## src/rtl/irq_lvl_pkg.sv

```systemverilog
package irq_lvl_pkg;
    typedef struct packed {
        logic hi_busy;
        logic lo_busy;
        logic take;
        logic lvl;
        logic rest;
    } ctl_t;
endpackage

```

## src/rtl/irq_src_reduce.sv

```systemverilog
module irq_src_reduce #(
    parameter int NSRC = 4
) (
    input  logic [NSRC-1:0] req_i,
    input  logic [NSRC-1:0] en_i,
    input  logic [NSRC-1:0] hi_i,
    output logic            any_hi_o,
    output logic            any_lo_o
);
    logic [NSRC-1:0] hot_hi;
    logic [NSRC-1:0] hot_lo;

    for (genvar i = 0; i < NSRC; i++) begin : g_src
        assign hot_hi[i] = req_i[i] & en_i[i] &  hi_i[i];
        assign hot_lo[i] = req_i[i] & en_i[i] & ~hi_i[i];
    end

    assign any_hi_o = |hot_hi;
    assign any_lo_o = |hot_lo;
endmodule

```

## src/rtl/irq_fast_store.sv

```systemverilog
module irq_fast_store #(
    parameter int DW = 8
) (
    input  logic          clk,
    input  logic          rst_n,
    input  logic          cap_i,
    input  logic [DW-1:0] wreg_i,
    input  logic [DW-1:0] stat_i,
    input  logic [DW-1:0] bsr_i,
    output logic [DW-1:0] wreg_o,
    output logic [DW-1:0] stat_o,
    output logic [DW-1:0] bsr_o
);
    typedef struct packed {
        logic [DW-1:0] w;
        logic [DW-1:0] s;
        logic [DW-1:0] b;
    } snap_t;

    snap_t snap_d, snap_q;

    always_comb begin
        snap_d = snap_q;
        if (cap_i) begin
            snap_d.w = wreg_i;
            snap_d.s = stat_i;
            snap_d.b = bsr_i;
        end
    end

    always_ff @(posedge clk or negedge rst_n) begin
        if (!rst_n) snap_q <= '0;
        else        snap_q <= snap_d;
    end

    assign wreg_o = snap_q.w;
    assign stat_o = snap_q.s;
    assign bsr_o  = snap_q.b;
endmodule

```

## src/rtl/irq_prio_ctrl.sv

```systemverilog
module irq_prio_ctrl
    import irq_lvl_pkg::*;
#(
    parameter int            NSRC   = 4,
    parameter int            DW     = 8,
    parameter int            AW     = 16,
    parameter logic [AW-1:0] HI_VEC = 16'h0008,
    parameter logic [AW-1:0] LO_VEC = 16'h0018
) (
    input  logic            clk,
    input  logic            rst_n,
    input  logic [NSRC-1:0] irq_req_i,
    input  logic [NSRC-1:0] irq_en_i,
    input  logic [NSRC-1:0] irq_hi_i,
    input  logic            gie_hi_i,
    input  logic            gie_lo_i,
    input  logic [DW-1:0]   wreg_i,
    input  logic [DW-1:0]   stat_i,
    input  logic [DW-1:0]   bsr_i,
    input  logic            call_fast_i,
    input  logic            ret_cmd_i,
    input  logic            ret_irq_i,
    input  logic            ret_fast_i,
    output logic            take_o,
    output logic [AW-1:0]   vec_o,
    output logic            lvl_o,
    output logic            hi_busy_o,
    output logic            lo_busy_o,
    output logic            rest_o,
    output logic [DW-1:0]   wreg_o,
    output logic [DW-1:0]   stat_o,
    output logic [DW-1:0]   bsr_o
);
    logic any_hi, any_lo;
    logic cmd_busy, want_hi, want_lo, cap;
    ctl_t ctl_d, ctl_q;

    irq_src_reduce #(.NSRC(NSRC)) reduce_i (
        .req_i    (irq_req_i),
        .en_i     (irq_en_i),
        .hi_i     (irq_hi_i),
        .any_hi_o (any_hi),
        .any_lo_o (any_lo)
    );

    always_comb begin
        cmd_busy = ret_cmd_i | call_fast_i;
        want_hi  = any_hi & gie_hi_i & ~ctl_q.hi_busy & ~cmd_busy;
        want_lo  = any_lo & gie_lo_i & ~ctl_q.hi_busy & ~ctl_q.lo_busy & ~cmd_busy;
        cap      = want_hi | want_lo | call_fast_i;

        ctl_d      = ctl_q;
        ctl_d.take = 1'b0;
        ctl_d.rest = 1'b0;
        if (want_hi) begin
            ctl_d.take    = 1'b1;
            ctl_d.lvl     = 1'b1;
            ctl_d.hi_busy = 1'b1;
        end else if (want_lo) begin
            ctl_d.take    = 1'b1;
            ctl_d.lvl     = 1'b0;
            ctl_d.lo_busy = 1'b1;
        end
        if (ret_cmd_i) begin
            ctl_d.rest = ret_fast_i;
            if (ret_irq_i) begin
                if (ctl_q.hi_busy) ctl_d.hi_busy = 1'b0;
                else               ctl_d.lo_busy = 1'b0;
            end
        end
    end

    always_ff @(posedge clk or negedge rst_n) begin
        if (!rst_n) ctl_q <= '0;
        else        ctl_q <= ctl_d;
    end

    irq_fast_store #(.DW(DW)) store_i (
        .clk    (clk),
        .rst_n  (rst_n),
        .cap_i  (cap),
        .wreg_i (wreg_i),
        .stat_i (stat_i),
        .bsr_i  (bsr_i),
        .wreg_o (wreg_o),
        .stat_o (stat_o),
        .bsr_o  (bsr_o)
    );

    assign take_o    = ctl_q.take;
    assign lvl_o     = ctl_q.lvl;
    assign vec_o     = ctl_q.lvl ? HI_VEC : LO_VEC;
    assign hi_busy_o = ctl_q.hi_busy;
    assign lo_busy_o = ctl_q.lo_busy;
    assign rest_o    = ctl_q.rest;
endmodule

```

## config.mk

```make
export PLATFORM = sky130hd
export DESIGN_NAME = irq_prio_ctrl
export DESIGN_NICKNAME = d
export VERILOG_FILES = /design/src/rtl/irq_lvl_pkg.sv /design/src/rtl/irq_src_reduce.sv /design/src/rtl/irq_fast_store.sv /design/src/rtl/irq_prio_ctrl.sv
export SDC_FILE = /design/constraint.sdc
export NUM_CORES = 1
export LEC_CHECK = 0
export ABC_AREA = 0
export BUFFER_PORTS_ARGS = -buffer_cell sky130_fd_sc_hd__buf_2
export CORE_ASPECT_RATIO = 1.75
export CORE_UTILIZATION = 40
export CTS_CLUSTER_SIZE = 16
export DETAILED_ROUTE_END_ITERATION = 8
export PLACE_DENSITY = 0.84
export SKIP_LAST_GASP = 1
export SLEW_MARGIN = 20
export SYNTH_ARGS = -nofsm -noshare
export SYNTH_HDL_FRONTEND = slang
export SYNTH_SLANG_ARGS = --single-unit
```

## constraint.sdc

```tcl
create_clock -name clk -period 3.1 [get_ports clk]
set_input_delay 0 -clock clk [delete_from_list [all_inputs] [get_ports clk]]
set_output_delay 0 -clock clk [all_outputs]
set_load 0.02 [all_outputs]
```

Word level (Yosys, flattened, before mapping). Cells that the tools add are included.

Multiplexer cells: 10. Bitwise gates (word level): 29. Reduce and logical (&&, ||, !) cells: 3.

Operators by type and width (number): $and A1 B1 Y1 (19); $reduce_or A4 Y1 (2); $not A1 Y1 (7); $mux W2 (3); $mux W1 (5); $mux W5 (1); $mux W3 (1); $or A1 B1 Y1 (3); $reduce_bool A2 Y1 (1).

Register bits after elaboration: 29. Bits of input ports: 44. Output and inout port bits: 45. Word-level logic and storage cells: 50.

Longest topological paths before layout.
Depth in word-level cells: 12. Depth in mapped cells: 5. Depth with buffers taken out: 4.

Cells and area by module. From an unflattened synthesis, not the netlist that was laid out.

Cell total of the unflattened synthesis: 97. Area total of the unflattened synthesis: 1402.6 µm².

By module, submodules not included: irq_fast_store (times used 1, cells each 51, area an instance 997.2 µm², sequential area each 600.6 µm²); irq_prio_ctrl (times used 1, cells each 36, area an instance 337.8 µm², sequential area each 125.1 µm²); irq_src_reduce (times used 1, cells each 10, area an instance 67.6 µm², sequential area each 0.0 µm²).

Worst setup path after synthesis. No wires, ideal clock.

Path kind: reg-to-reg. Start: reg ctl_q, in the netlist hi_busy_o. End: reg store_i.snap_q, in the netlist store_i.bsr_o[0]. Library setup time: 125 ps. Arrival time: 1869 ps. Required time: 2975 ps. Setup slack: 1106 ps. Cell stages (with the launch flop): 6. Path buffers: 1. Period minus slack after synthesis: 1994 ps. Cell sequence: dfrtp_1 -> or4b_4 -> a41oi_4 -> a311oi_4 -> buf_6 -> mux2_4.

Word-level cells in the longest chain between the ends: 6. Elaborated cells on any way between the ends: 8. Classes of those cells: bitwise (8).

RTL lines: start, declared (line irq_prio_ctrl.sv:36) `ctl_t ctl_d, ctl_q;`; start signal, assigned (line irq_prio_ctrl.sv:75) `else ctl_q <= ctl_d;`; $not A1 Y1 * (line irq_prio_ctrl.sv:48, irq_prio_ctrl.sv:49); $and A1 B1 Y1 (3 in a row) (line irq_prio_ctrl.sv:49) `want_lo = any_lo & gie_lo_i & ~ctl_q.hi_busy & ~ctl_q.lo_busy & ~cmd_busy;`; $or A1 B1 Y1 * (2 in a row) (line irq_prio_ctrl.sv:50) `cap = want_hi | want_lo | call_fast_i;`; end signal, assigned (line irq_fast_store.sv:33) `else snap_q <= snap_d;`; end, declared (line irq_fast_store.sv:20) `snap_t snap_d, snap_q;`.

Every way passes the cells marked *; elsewhere a longest branch is shown, timed or not. A chain may end at the register's enable or synchronous reset.

Worst setup path after layout.
Start: reg ctl_q, in the netlist hi_busy_o. End: reg store_i.snap_q, in the netlist store_i.wreg_o[4].

Same word-level chain as after synthesis.

==> flow_metrics.env <==
export IMPL_hpwl_um=2040
export IMPL_clk_pin_slew_ns=0.06
export IMPL_min_from="ret_irq_i"
export IMPL_wl_per_cell_um=12.3
export IMPL_syn_inst=95
export IMPL_pre_cts_slack_ns=1.03
export IMPL_tightest_slew_ns=0.623
export IMPL_nFillCells=278
export IMPL_clkLatencyLatePin_ns=0.27
export IMPL_pin_count=89
export IMPL_rsz0062_at_grt="false"
export IMPL_fin_skew_ns=0.00611
export IMPL_path_class="register to register"
export IMPL_avgSynthCellArea_um2=14.7
export IMPL_grt_max_degree=30
export IMPL_initialDrtViolationCount=24
export IMPL_synthToLayoutAreaGrowth_pct=51.1
export IMPL_reg2reg_to="store_i.wreg_o[4]"
export IMPL_first_global_vias=1086
export IMPL_p_per_area_mw_per_mm2=507
export IMPL_async_reset_ff_share_pct=100
export IMPL_root_buffer="clkbuf_8"
export IMPL_power_total_uw=1070
export IMPL_min_period_ns=2.08
export IMPL_drt_pass1_iterations=3
export IMPL_finalSetupViolations=0
export IMPL_drc_errors=0
export IMPL_drv_slew=0
export IMPL_relSlewSlack_pct=58.5
export IMPL_grt_util_all_layers_pct=17.1
export IMPL_totalWireLength_um=3030
export IMPL_vias=1111
export IMPL_grt_overflow=0
export IMPL_rr_worst_depth=5
export IMPL_die_x_um=46.7
export IMPL_rows=28
export IMPL_start_util_pct=41.6
export IMPL_worst_ep_arrival_time_ns=2.23
export IMPL_cap_violations=0
export IMPL_ant_nets=0
export IMPL_cts_max_level=2
export IMPL_grt_pass1_wl_um=4580
export IMPL_dieHeight_um=80.2
export IMPL_gp_congestion=0.686
export IMPL_synth_edf_count=0
export IMPL_ir_drop_v=0.000326
export IMPL_worst_slack_ns=1.02
export IMPL_synth_most_common_cell="dfrtp_1"
export IMPL_cp_start_kind="register"
export IMPL_r2r_slack_ns=1.02
export IMPL_tns_ns=0
export IMPL_synth_ff_type="dfrtp_1"
export IMPL_numClockSinks=29
export IMPL_antennaDiodeCount=0
export IMPL_cp_max_fo=24
export IMPL_clk_path_buf_depth=2
export IMPL_finalNetCount=243
export IMPL_power_leakage_uw=0.00110
export IMPL_post_cts_setup_buffers=0
export IMPL_synth_common_cells="dfrtp_1 (29), mux2_4 (20), buf_4 (15)"
export IMPL_portBuffers=73
export IMPL_synth_top_area_cell="dfrtp_1"
export IMPL_worstPathRequired_ns=3.25
export IMPL_hold_end="hi_busy_o"
export IMPL_multi_input_area_um2=582
export IMPL_hold_buffers=27
export IMPL_period_share_pct=67.2
export IMPL_core_mm2=0.00336
export IMPL_antenna_found_initial=0
export IMPL_r2r_start="hi_busy_o"
export IMPL_fin_area_mm2=0.00211
export IMPL_seq_area_um2=726
export IMPL_cts_resized=0
export IMPL_endpoint_kind="register"
export IMPL_postPlaceCellArea_mm2=0.00174
export IMPL_numCtsBuffers=5
export IMPL_ys_warn_count=0
export IMPL_ys_ff_latch=29
export IMPL_cts_tree="done"
export IMPL_hold_class="primary input to register"
export IMPL_synth_cell_types=20
export IMPL_viasPerCell=4.53
export IMPL_startpoint="hi_busy_o"
export IMPL_drive_gt1_share_pct=54.5
export IMPL_synth_top_area_share_pct=51.9
export IMPL_netlist_area_mm2=0.00140
export IMPL_ys_seq_area_share_pct=51.9
export IMPL_fmaxAchievable_mhz=480
export IMPL_status="complete, no violations"
export IMPL_dieArea_mm2=0.00374
export IMPL_final_hold_viol_count=0
export IMPL_synth_area_top_cells="dfrtp_1 (52%), mux2_4 (21%), buf_4 (8.1%), mux2_2 (3.2%), a41oi_4 (2.0%)"
export IMPL_holdPathStages=3
## cell usage in the layout, fill, tap and decap left out, drive strengths merged, types with 2 or more instances in the layout
cell	n
a21o	2
buf	74
clkbuf	7
conb	15
dfrtp	29
dlygate4sd3	27
mux2	24
nand2	2
nand3	5
nand3b	3
o21ai	2
## cells by family (layout without fill, tap and decap cells)
family / count (synthesis) / after routing / synth area share, %
AOI/OAI and AO/OA: 7 / 7 / 6.27
buffers and inverters: 18 / 110 / 9.94
DFF: 29 / 29 / 51.9
muxes: 24 / 24 / 24.7
other: 2 / 15 / 0.537
and+or+nand+nor: 15 / 15 / 6.62
## through the flow
stage	util (%)	instances	hold WS [ns]
final	62.8	245	0.0329
after global routing	62.8	245	0.0418
after CTS	62.8	245	0.0185
after detailed placement	51.7	210	0.0580
after global placement	51.7	210	0.0571
after floorplan	-	108	-0.296
## where the power goes
part | switching [uW] | internal, uW | total (uW)
registers | 25.9 | 424 | 450
logic | 152 | 138 | 290
clock network | 132 | 200 | 332
total | 310 | 762 | 1070
## worst max-delay path, stage by stage, from the launching register on
cell and delay (ns):
dfrtp_1 0.42, or4b_4 0.56, a41oi_4 0.27, a311oi_4 0.07
buf_4 0.29, mux2_4 0.34
## area by class of cell
cell class | count | share of cell area (%)
sequential | 29 | 34.4
multi-input combinational | 61 | 27.5
clock buffer | 7 | 4.56
tap | 45 | 2.67
timing repair buffer | 101 | 30.5
clock inverter | 1 | 0.237
inverter | 1 | 0.178
## routing by layer
| layer | GRT usage (%) | vias up | part of all wire (%) |
|---|---|---|---|
| met5 | 0 | - | 0 |
| met4 | 7.14 | 0 | 1.3 |
| met3 | 4.94 | 4 | 5.7 |
| met2 | 30.8 | 56 | 57 |
| met1 | 17.1 | 542 | 36 |
| li1 | - | 509 | - |
## state kept, by name, summed over array words and instances (netlist names)
| signal | flops |
|---|---|
| hi_busy_o | 1 |
| lo_busy_o | 1 |
| lvl_o | 1 |
| rest_o | 1 |
| store_i.bsr_o | 8 |
| store_i.stat_o | 8 |
| store_i.wreg_o | 8 |
| take_o | 1 |
## how the worst max path moves through the flow
| stage | cells past startpoint | end |
|---|---|---|
| floorplan | 5 | store_i.bsr_o[0] |
| global placement | 5 | store_i.stat_o[4] |
| detailed placement | 5 | store_i.bsr_o[1] |
| CTS | 5 | store_i.wreg_o[3] |
| global route | 5 | store_i.wreg_o[4] |
| finish | 5 | store_i.wreg_o[4] |
Note: power is estimated with default switching activity, not from simulation.
